File: config.mk
export PLATFORM = sky130hd
export DESIGN_NAME = snoop_mailbox
export DESIGN_NICKNAME = d
export VERILOG_FILES = /design/src/rtl/snpmbx_pkg.sv /design/src/rtl/snpmbx_decode.sv /design/src/rtl/snpmbx_func.sv /design/src/rtl/snpmbx_seq.sv /design/src/rtl/snpmbx_stats.sv /design/src/rtl/snoop_mailbox.sv
export SDC_FILE = /design/constraint.sdc
export NUM_CORES = 1
export LEC_CHECK = 0
export ABC_AREA = 1
export BUFFER_PORTS_ARGS = -buffer_cell sky130_fd_sc_hd__buf_4
export CAP_MARGIN = 10
export CORE_UTILIZATION = 25
export CTS_CLUSTER_DIAMETER = 80
export DETAILED_ROUTE_END_ITERATION = 10
export PLACE_DENSITY = 0.51
export SLEW_MARGIN = 20
export SYNTH_ARGS = -nofsm -noshare
export SYNTH_HDL_FRONTEND = slang
export SYNTH_SLANG_ARGS = --single-unit
File: constraint.sdc
create_clock -name clk -period 2.61 [get_ports clk]
set_input_delay 0.783 -clock clk [delete_from_list [all_inputs] [get_ports clk]]
set_output_delay 0.783 -clock clk [all_outputs]
set_load 0.005 [all_outputs]
File: src/rtl/snpmbx_pkg.sv
package snpmbx_pkg;
    typedef enum logic [1:0] {
        S_IDLE,
        S_WAIT,
        S_HIT,
        S_XFER
    } seq_state_t;

    localparam int LINE_WORDS = 4;
    localparam int LUT_DEPTH  = 16;
endpackage

File: src/rtl/snpmbx_decode.sv
module snpmbx_decode #(
    parameter int ADDR_W = 32,
    parameter int DATA_W = 64,
    parameter int OFF_W  = 12
) (
    input  logic                    bus_valid,
    input  logic                    bus_write,
    input  logic [ADDR_W-1:0]       bus_addr,
    input  logic [ADDR_W-OFF_W-1:0] page_base,
    output logic                    pg_wr,
    output logic                    pg_rd,
    output logic [OFF_W-1:0]        arg,
    output logic [1:0]              crit
);
    localparam int BEAT_LSB = $clog2(DATA_W / 8);

    logic in_page;

    always_comb begin
        in_page = bus_valid && (bus_addr[ADDR_W-1:OFF_W] == page_base);
        pg_wr   = in_page && bus_write;
        pg_rd   = in_page && !bus_write;
        arg     = bus_addr[OFF_W-1:0];
        crit    = bus_addr[BEAT_LSB+1:BEAT_LSB];
    end
endmodule

File: src/rtl/snpmbx_func.sv
module snpmbx_func #(
    parameter int OFF_W    = 12,
    parameter int LAT_W    = 16,
    parameter int LUT_BASE = 4,
    parameter int LUT_STEP = 3
) (
    input  logic             clk,
    input  logic             rst_n,
    input  logic             pg_wr,
    input  logic [OFF_W-1:0] arg,
    output logic [OFF_W-1:0] arg_q,
    output logic [LAT_W-1:0] lat_q,
    output logic             have_arg
);
    import snpmbx_pkg::*;

    localparam int IDX_W = $clog2(LUT_DEPTH);

    logic [LAT_W-1:0] lut [LUT_DEPTH];
    logic [LAT_W-1:0] lat_d;

    for (genvar i = 0; i < LUT_DEPTH; i++) begin : g_lut
        assign lut[i] = LAT_W'(LUT_BASE + LUT_STEP * i);
    end

    always_comb begin
        lat_d = lut[arg[IDX_W-1:0]] + LAT_W'(arg[OFF_W-1:IDX_W]);
    end

    always_ff @(posedge clk) begin
        if (!rst_n) begin
            arg_q    <= '0;
            lat_q    <= '0;
            have_arg <= 1'b0;
        end else if (pg_wr) begin
            arg_q    <= arg;
            lat_q    <= lat_d;
            have_arg <= 1'b1;
        end
    end

    // the stored result always follows the most recent argument
    a_r2_result_tracks_write: assert property (@(posedge clk) disable iff (!rst_n)
        pg_wr |=> (arg_q == $past(arg)));
endmodule

File: src/rtl/snpmbx_seq.sv
module snpmbx_seq #(
    parameter int DATA_W      = 64,
    parameter int OFF_W       = 12,
    parameter int LAT_W       = 16,
    parameter int SNOOP_DELAY = 2
) (
    input  logic              clk,
    input  logic              rst_n,
    input  logic              pg_rd,
    input  logic [1:0]        crit,
    input  logic [OFF_W-1:0]  arg_q,
    input  logic [LAT_W-1:0]  lat_q,
    input  logic              have_arg,
    output logic              hitm,
    output logic              rsp_valid,
    output logic [DATA_W-1:0] rsp_data,
    output logic              err_sticky
);
    import snpmbx_pkg::*;

    localparam int DLY_W = $clog2(SNOOP_DELAY + 1);

    seq_state_t        st_q, st_d;
    logic [DLY_W-1:0]  dly_q;
    logic [1:0]        beat_q;
    logic [1:0]        crit_q;
    logic [DATA_W-1:0] line_q [LINE_WORDS];
    logic [DATA_W-1:0] line_d [LINE_WORDS];
    logic              accept;

    assign accept = pg_rd && (st_q == S_IDLE);

    // line image built from the held result
    always_comb begin
        for (int k = 0; k < LINE_WORDS; k++) begin
            if (!have_arg) begin
                line_d[k] = '0;
            end else if (k == 0) begin
                line_d[k] = DATA_W'({arg_q, lat_q});
            end else begin
                line_d[k] = {2'(k), {(DATA_W-2){1'b0}}};
            end
        end
    end

    // state register
    always_ff @(posedge clk) begin
        if (!rst_n) begin
            st_q <= S_IDLE;
        end else begin
            st_q <= st_d;
        end
    end

    // next state
    always_comb begin
        st_d = st_q;
        unique case (st_q)
            S_IDLE: if (pg_rd) st_d = (SNOOP_DELAY == 1) ? S_HIT : S_WAIT;
            S_WAIT: if (dly_q == DLY_W'(SNOOP_DELAY - 1)) st_d = S_HIT;
            S_HIT:  st_d = S_XFER;
            S_XFER: if (beat_q == 2'd3) st_d = S_IDLE;
        endcase
    end

    // datapath registers
    always_ff @(posedge clk) begin
        if (!rst_n) begin
            dly_q      <= '0;
            beat_q     <= '0;
            crit_q     <= '0;
            err_sticky <= 1'b0;
            for (int k = 0; k < LINE_WORDS; k++) line_q[k] <= '0;
        end else begin
            if (accept) begin
                dly_q  <= DLY_W'(1);
                crit_q <= crit;
                for (int k = 0; k < LINE_WORDS; k++) line_q[k] <= line_d[k];
                if (!have_arg) err_sticky <= 1'b1;
            end else if (st_q == S_WAIT) begin
                dly_q <= dly_q + DLY_W'(1);
            end
            if (st_q == S_HIT) begin
                beat_q <= '0;
            end else if (st_q == S_XFER) begin
                beat_q <= beat_q + 2'd1;
            end
        end
    end

    // outputs
    always_comb begin
        hitm      = (st_q == S_HIT);
        rsp_valid = (st_q == S_XFER);
        rsp_data  = rsp_valid ? line_q[crit_q + beat_q] : '0;
    end

    // the hit-modified strobe lasts exactly one cycle
    a_r3_hitm_single: assert property (@(posedge clk) disable iff (!rst_n)
        hitm |=> !hitm);
    // data beats start right after the strobe
    a_r4_beats_follow_hitm: assert property (@(posedge clk) disable iff (!rst_n)
        hitm |=> rsp_valid);
    // line content does not move while beats are driven
    a_r7_line_frozen: assert property (@(posedge clk) disable iff (!rst_n)
        (rsp_valid && $past(rsp_valid)) |-> $stable(line_q[0]));
    // error flag never clears outside reset
    a_r6_err_holds: assert property (@(posedge clk) disable iff (!rst_n)
        err_sticky |=> err_sticky);
endmodule

File: src/rtl/snpmbx_stats.sv
module snpmbx_stats #(
    parameter int CNT_W = 16,
    parameter int N_CNT = 3
) (
    input  logic                        clk,
    input  logic                        rst_n,
    input  logic [N_CNT-1:0]            inc,
    output logic [N_CNT-1:0][CNT_W-1:0] cnt
);
    for (genvar i = 0; i < N_CNT; i++) begin : g_cnt
        always_ff @(posedge clk) begin
            if (!rst_n) begin
                cnt[i] <= '0;
            end else if (inc[i]) begin
                cnt[i] <= cnt[i] + CNT_W'(1);
            end
        end

        // a counter only ever steps by one
        a_r9_step_one: assert property (@(posedge clk) disable iff (!rst_n)
            (cnt[i] != $past(cnt[i])) |-> (cnt[i] == $past(cnt[i]) + CNT_W'(1)));
    end
endmodule

File: src/rtl/snoop_mailbox.sv
module snoop_mailbox #(
    parameter int ADDR_W      = 32,
    parameter int DATA_W      = 64,
    parameter int OFF_W       = 12,
    parameter int LAT_W       = 16,
    parameter int CNT_W       = 16,
    parameter int SNOOP_DELAY = 2,
    parameter int LUT_BASE    = 4,
    parameter int LUT_STEP    = 3
) (
    input  logic                    clk,
    input  logic                    rst_n,
    input  logic [ADDR_W-OFF_W-1:0] page_base,
    input  logic                    bus_valid,
    input  logic                    bus_write,
    input  logic [ADDR_W-1:0]       bus_addr,
    output logic                    snoop_hitm,
    output logic                    rsp_valid,
    output logic [DATA_W-1:0]       rsp_data,
    output logic                    err_sticky,
    output logic [CNT_W-1:0]        cnt_reads,
    output logic [CNT_W-1:0]        cnt_writes,
    output logic [CNT_W-1:0]        cnt_c2c
);
    logic             pg_wr, pg_rd;
    logic [OFF_W-1:0] arg, arg_q;
    logic [1:0]       crit;
    logic [LAT_W-1:0] lat_q;
    logic             have_arg;
    logic [2:0][CNT_W-1:0] cnt;

    snpmbx_decode #(.ADDR_W(ADDR_W), .DATA_W(DATA_W), .OFF_W(OFF_W)) u_dec (
        .bus_valid (bus_valid),
        .bus_write (bus_write),
        .bus_addr  (bus_addr),
        .page_base (page_base),
        .pg_wr     (pg_wr),
        .pg_rd     (pg_rd),
        .arg       (arg),
        .crit      (crit)
    );

    snpmbx_func #(.OFF_W(OFF_W), .LAT_W(LAT_W), .LUT_BASE(LUT_BASE),
                  .LUT_STEP(LUT_STEP)) u_func (
        .clk      (clk),
        .rst_n    (rst_n),
        .pg_wr    (pg_wr),
        .arg      (arg),
        .arg_q    (arg_q),
        .lat_q    (lat_q),
        .have_arg (have_arg)
    );

    snpmbx_seq #(.DATA_W(DATA_W), .OFF_W(OFF_W), .LAT_W(LAT_W),
                 .SNOOP_DELAY(SNOOP_DELAY)) u_seq (
        .clk        (clk),
        .rst_n      (rst_n),
        .pg_rd      (pg_rd),
        .crit       (crit),
        .arg_q      (arg_q),
        .lat_q      (lat_q),
        .have_arg   (have_arg),
        .hitm       (snoop_hitm),
        .rsp_valid  (rsp_valid),
        .rsp_data   (rsp_data),
        .err_sticky (err_sticky)
    );

    snpmbx_stats #(.CNT_W(CNT_W), .N_CNT(3)) u_stats (
        .clk   (clk),
        .rst_n (rst_n),
        .inc   ({snoop_hitm, pg_wr, pg_rd}),
        .cnt   (cnt)
    );

    assign cnt_reads  = cnt[0];
    assign cnt_writes = cnt[1];
    assign cnt_c2c    = cnt[2];

    // strobe and beats never overlap
    a_r4_no_overlap: assert property (@(posedge clk) disable iff (!rst_n)
        !(snoop_hitm && rsp_valid));
    // a foreign-page read never starts a response
    a_r1_foreign_silent: assert property (@(posedge clk) disable iff (!rst_n)
        (bus_valid && (bus_addr[ADDR_W-1:OFF_W] != page_base) && !rsp_valid
         && !snoop_hitm && $past(!snoop_hitm) && $past(!rsp_valid)) |=> !snoop_hitm);
endmodule

==> results of run 1 <==
-- critical path, delay by kind of cell (launching register included) --
kind	cells	cell delay (ns)
buffers and inverters	3	0.38
XOR/XNOR	2	0.35
flip-flops	1	0.34
AND/OR/NAND/NOR	2	0.20
adder cells (fa/ha/maj)	1	0.18
-- registers in the layout, indices dropped and copies added, names as in the netlist --
signal and flops:
u_seq.st_q 2, u_seq.beat_q 2, u_seq.dly_q 2, u_seq.err_sticky 1, u_seq.line_q 23, u_func.arg_q 12
u_seq.crit_q 2, u_stats.cnt 48, u_func.lat_q 9, u_func.have_arg 1
-- cell type report --
class / count / area [um2] / share of cell area (%)
clock inverters: 6 / 45.0 / 0.564
well taps: 324 / 405 / 5.07
flip-flops and latches: 102 / 2270 / 28.5
repair buffers: 157 / 1250 / 15.6
clock buffers: 10 / 229 / 2.87
multi-input cells: 661 / 3330 / 41.6
inverters: 123 / 462 / 5.78
-- final timing paths --
path                           end              from  cells past startpoint
hold / removal    u_func.arg_q[11]  u_func.arg_q[11]                      2
hold reg to reg   u_func.arg_q[11]  u_func.arg_q[11]                      2
setup reg to reg   u_stats.cnt[47]     u_seq.st_q[0]                     11
setup / recovery      rsp_data[27]   u_seq.beat_q[0]                      8
-- what timing repair did --
item | in CTS | in global routing
endpoints found under the hold margin | 0 | 0
setup endpoints to repair | 22 | 22
buffers inserted | 4 | 0
pin swaps | 3 | 5
gates cloned | 1 | 1
resized for setup | 14 | 10
-- cell families after synthesis --
kind of cell	Yosys count
AND/OR/NAND/NOR	461
buffers and inverters	190
AO/OA/AOI/OAI	118
flip-flops	102
adder cells (fa/ha/maj)	22
XOR/XNOR	19
other	1
-- placed cells by master (no fill, tap or decap), types with 23 or more instances in the layout --
| cell | n |
|---|---|
| nand2_1 | 220 |
| buf_4 | 148 |
| inv_1 | 121 |
| nor2_1 | 112 |
| dfxtp_1 | 77 |
| a21oi_1 | 61 |
| nand3_1 | 42 |
| conb_1 | 41 |
| o21ai_0 | 30 |
| nand4_1 | 29 |
| nor2_2 | 27 |
| edfxtp_1 | 23 |
-- power breakdown --
group / total, mW / switching [mW] / leakage [nW] / internal [mW]
sequential: 1.70 / 0.0384 / 0.875 / 1.66
clock: 1.29 / 0.636 / 0.131 / 0.655
combinational: 0.674 / 0.389 / 2.59 / 0.284
total: 3.66 / 1.06 / 3.60 / 2.60
-- per-stage QoR --
step / instance area (um2) / TNS (ns) / cells
3_3_place_gp: 7560 / 0 / 1361
2_1_floorplan: 6460 / 0 / 953
4_1_cts: 7920 / 0 / 1382
5_1_grt: 7990 / -0.894 / 1383
3_5_place_dp: 7560 / -0.0202 / 1361
6_report: 7990 / 0 / 1383
-- per-layer routing --
layer,track usage [%],vias to the layer above,share of wire [%]
met5,0,-,0
met4,3.22,0,0.99
met3,4.03,13,6.4
met2,21.7,141,46
met1,17.3,2625,47
li1,-,3101,-
==> run metrics, run 1 <==
count leader, synth=nand2_1; area of the mapped netlist=0.00631 mm2; Overall Power=3.66 mW; initial drt markers=226; RSZ-0062 raised after global routing=true; CTS buffer count=9; r2r setup slk=0.68 ns; I/O pin count=171; Req. time, crit path=1.83 ns; antenna viol nets, final=0; post-route setup slack=0.0185 ns; via/cell ratio=4.25; kind of critical path=register to primary output; Syn. warnings=0; grt ovf=0; # setup viols final=0; worst-skew pair later-pin latency=0.35 ns; multiplexer share of the synthesized area=0%; critical path's slowest cell=dfxtp_2; GP Congestion=0.848; number of synthesized flops with an enable pin=23; number of nets in the layout=1132; Pins Over Slew Limit=0; commonest cells in the netlist=nand2_1 (221), inv_1 (121), nor2_1 (117); number of global-route vias before repair=5563; Worst EP arrival=1.81 ns; nature of the critical path endpoint=primary output; Yosys reg bits=102; total track usage=13.4%; Initial Utilization=25.7%; highest clock rate=386 MHz; CTS clk-pin slew, worst paths=0.07 ns; clock root buffer master=clkbuf_16; largest net degree at the start of global routing=26; # DRC=0; Port Buffer Count=129; CP Cell Sequence=ha_4, xnor2_4, xor2_2, buf_6, buf_6, nand2_1, nor2_2, buf_4; Filler cells=2673; Synth top area share=25.1%; CTS Buffer Depth=2; global-route wire length before repair=27.7 mm; Max-cap violations=0; Static Leakage=3.60 nW; sequential cell area fraction in the yosys report=36.0%; period utilization=99.3%; DP Wirelength=12.9 mm; Peak VDD IR=0.000303 V; P per Cell Area=458 mW/mm2; diode count=0; Worst path max stage delay=0.34 ns; total wire length=17.0 mm; Synth cell types=43; Compound-Gate Fraction of Synth Area=9.90%; Hold WS=0.459 ns; Syn Area/Cell=6.91 um2; clock skew=0.00872 ns; Post-Synth Adder-Cell Area=4.48%; core area=0.0245 mm2; Simple-Gate Fraction of Synth Area=32.3%; CTS Sinks=102; CP max FO=4; crit-path most repeated cell=buf_6; fin crit period=2.59 ns; Die ar.=0.0259 mm2; layout cells sized above 1=20.9%; Synth area leader=dfxtp_1; xor/xnor share of the synthesized area=2.64%; hold crit path type=register to register; Die W=161 um; Setup WS pre-CTS=-0.0195 ns; final core occ=32.6%; Synth Instances=913; Layout area overhead=26.7%; outcome=finished clean; Max H-tree Level=3; Worst setup SP type=register; Synth async-reset ratio=0%; Synth area leaders=dfxtp_1 (25%), nand2_1 (13%), edfxtp_1 (11%), inv_1 (7.2%), nor2_1 (7.0%); routed vias=5880; Hold-fix buffers, CTS=0; Cell Rows=57; main combinational cell family by area after synthesis=simple AND/OR/NAND/NOR gates; Die Ht=161 um; count of final hold-check violations=0; Main synth FF type=dfxtp_1; drt pass-1 iters=4; initial antenna violation count=0; drt wl/cell=12.3 um; TritonCTS clock tree=yes
Power figures use the tool's default switching activity.
==> run 2: changes to the inputs <==
--- a/config.mk
+++ b/config.mk
@@ -8,6 +8,7 @@
 export ABC_AREA = 1
 export BUFFER_PORTS_ARGS = -buffer_cell sky130_fd_sc_hd__buf_4
 export CAP_MARGIN = 10
+export CORE_MARGIN = 2
 export CORE_UTILIZATION = 25
 export CTS_CLUSTER_DIAMETER = 80
 export DETAILED_ROUTE_END_ITERATION = 10
==> run metrics, run 2 (synthesis gave the netlist of run 1 again) <==
Worst path max stage delay=0.36 ns (+0.02 ns); commonest non-fill, non-tap cell in the layout=nand2_1; grt ovf=0 (unchanged); antenna viol nets, final=0 (unchanged); Pins Over Slew Limit=0 (unchanged); Multi-input gate area=0.00333 mm2 (+0.11%); CTS Sinks=102 (unchanged); Buf/Inv on CP=3 (unchanged); drt pass-1 iters=5 (+1); count of final hold-check violations=0 (unchanged); initial drt markers=307 (+36%); Die Ht=163 um (+1.2%); diode count=0 (unchanged); Biggest register=u_stats.cnt; worst-skew pair later-pin latency=0.36 ns (about the same); metal2 WL=7.68 mm (-1.4%); most frequent cells in the layout=nand2_1 (220), buf_4 (145), inv_1 (121); post-route setup slack=-0.0124 ns (-0.0309 ns); largest net degree at the start of global routing=30 (+15%); Overall Power=3.69 mW (+0.94%); nature of the critical path endpoint=primary output; final instance area=0.00799 mm2 (about the same); TritonCTS clock tree=yes; Filler cells=2736 (+2.4%); critical path's slowest cell=dfxtp_4; Initial Utilization=25.3% (-0.44 points); outcome=finished with violations; fin crit period=2.62 ns (+0.0309 ns); layout cells sized above 1=20.4% (-0.47 points); Hold-fix buffers, CTS=0 (unchanged); highest metal used=met4; Port Buffer Count=129 (unchanged); # DRC=0 (unchanged); hold crit path type=register to register; Setup TNS=-0.0178 ns (-0.0178 ns); clock skew=0.0112 ns (+0.00249 ns); core area=0.0250 mm2 (+1.8%); DP Wirelength=12.7 mm (-1.2%); number of global-route vias before repair=5301 (-4.7%); RSZ-0062 raised after global routing=true; P per Cell Area=462 mW/mm2 (+0.95%); # setup viols final=2 (+2); Layout area overhead=26.6% (about the same); highest clock rate=381 MHz (-1.2%); Die W=163 um (+1.2%); cell family contributing the most delay on the critical path=buffers and inverters; Worst setup SP type=register; GP Congestion=0.805 (-5.0%); Max-cap violations=0 (unchanged); CTS buffer count=9 (unchanged); Metal-1 WL=7.88 mm (-0.71%); crit-path most repeated cell=buf_4; Req. time, crit path=1.83 ns (about the same); via/cell ratio=4.18 (-1.6%); DR WL met3=1.16 mm (+7.0%); failing checks=negative setup slack; global-route wire length before repair=27.1 mm (-2.2%); CTS clk-pin slew, worst paths=0.08 ns (about the same); Max H-tree Level=3 (unchanged); Cell Rows=58 (+1.8%); Static Leakage=3.58 nW (-0.48%); total wire length=16.9 mm (-0.55%); Largest register FFs=48 (unchanged); CP max FO=12 (+8); Hold WS=0.459 ns (+0.000580 ns); I/O pin count=171 (unchanged); CP Cell Sequence=ha_4, xnor2_4, xor2_2, buf_4, buf_12, nand2_1, nor2_1, buf_4; total track usage=12.8% (-0.53 points); biggest regs=u_stats.cnt (48), u_seq.line_q (23), u_func.arg_q (12); kind of critical path=register to primary output; DP Area=0.00757 mm2 (about the same); Die ar.=0.0265 mm2 (+2.5%); CTS Buffer Depth=2 (unchanged); register area=0.00228 mm2 (+0.11%); Worst EP arrival=1.84 ns (+0.03 ns); initial antenna violation count=0 (unchanged); clock root buffer master=clkbuf_16; Peak VDD IR=0.000284 V (-6.3%); number of nets in the layout=1127 (-0.44%); drt wl/cell=12.2 um (-0.63%); routed vias=5791 (-1.5%); period utilization=100% (+1.2 points)
==> run 2: cell count changes in the layout (fill, tap and decap cells not counted), moves of 2 or more <==
| cell | change |
|---|---|
| nor2_1 | +3 |
| clkinv_2 | -2 |
| buf_6 | -3 |
| nor2_2 | -3 |
| buf_12 | +2 |
| buf_4 | -3 |
==> run 2: worst min-delay path: stages (launching register included) <==
cell and delay [ns]:
dfxtp_1 0.33, nand2_1 0.05, o21ai_0 0.05
==> run 2: where the power goes <==
part | leakage, nW | internal, mW | switching, mW
clock | 0.133 | 0.668 | 0.666
combinational | 2.57 | 0.279 | 0.386
sequential | 0.876 | 1.66 | 0.0381
total | 3.58 | 2.60 | 1.09
==> run 2: final cells by class <==
class / count / share of cell area [%]
Clock inverter: 7 / 0.783
Multi-Input combinational cell: 661 / 41.7
Timing Repair Buffer: 152 / 15.3
Sequential cell: 102 / 28.5
Clock buffer: 9 / 2.82
Inverter: 123 / 5.78
Tap cell: 330 / 5.17
==> run 2: what timing repair did <==
action	in CTS	in global routing
gates cloned	2	0
resized for setup	14	5
setup endpoints to repair	22	23
setup buffers	4	0
pin swaps	1	9
==> run 2: stage by stage <==
stage / util, % / std cells / worst slack [ns]
after floorplan: - / 953 / 0.118
after global placement: 30.3 / 1363 / 0.0438
after detailed placement: 30.3 / 1363 / 0.0258
after CTS: 32.0 / 1385 / -0.0309
after global routing: 32.0 / 1384 / -0.128
final: 32.0 / 1384 / -0.0124
==> run 2: routing by layer <==
metal	vias to the layer above	GRT usage, %
met3	12	3.31
li1	3090	-
met5	-	0
met1	2522	17.2
met4	0	3.26
met2	167	20.6
==> run 2: path summary, 6_finish.rpt <==
check	slack, ns	cells after the start	endpoint	from
worst max-delay path	-0.01	8	rsp_data[27]	u_seq.beat_q[0]
worst max register to register	0.72	10	u_stats.cnt[26]	u_stats.cnt[16]
worst min-delay path	0.46	2	u_seq.err_sticky	u_seq.err_sticky
worst min register to register	0.46	2	u_seq.err_sticky	u_seq.err_sticky
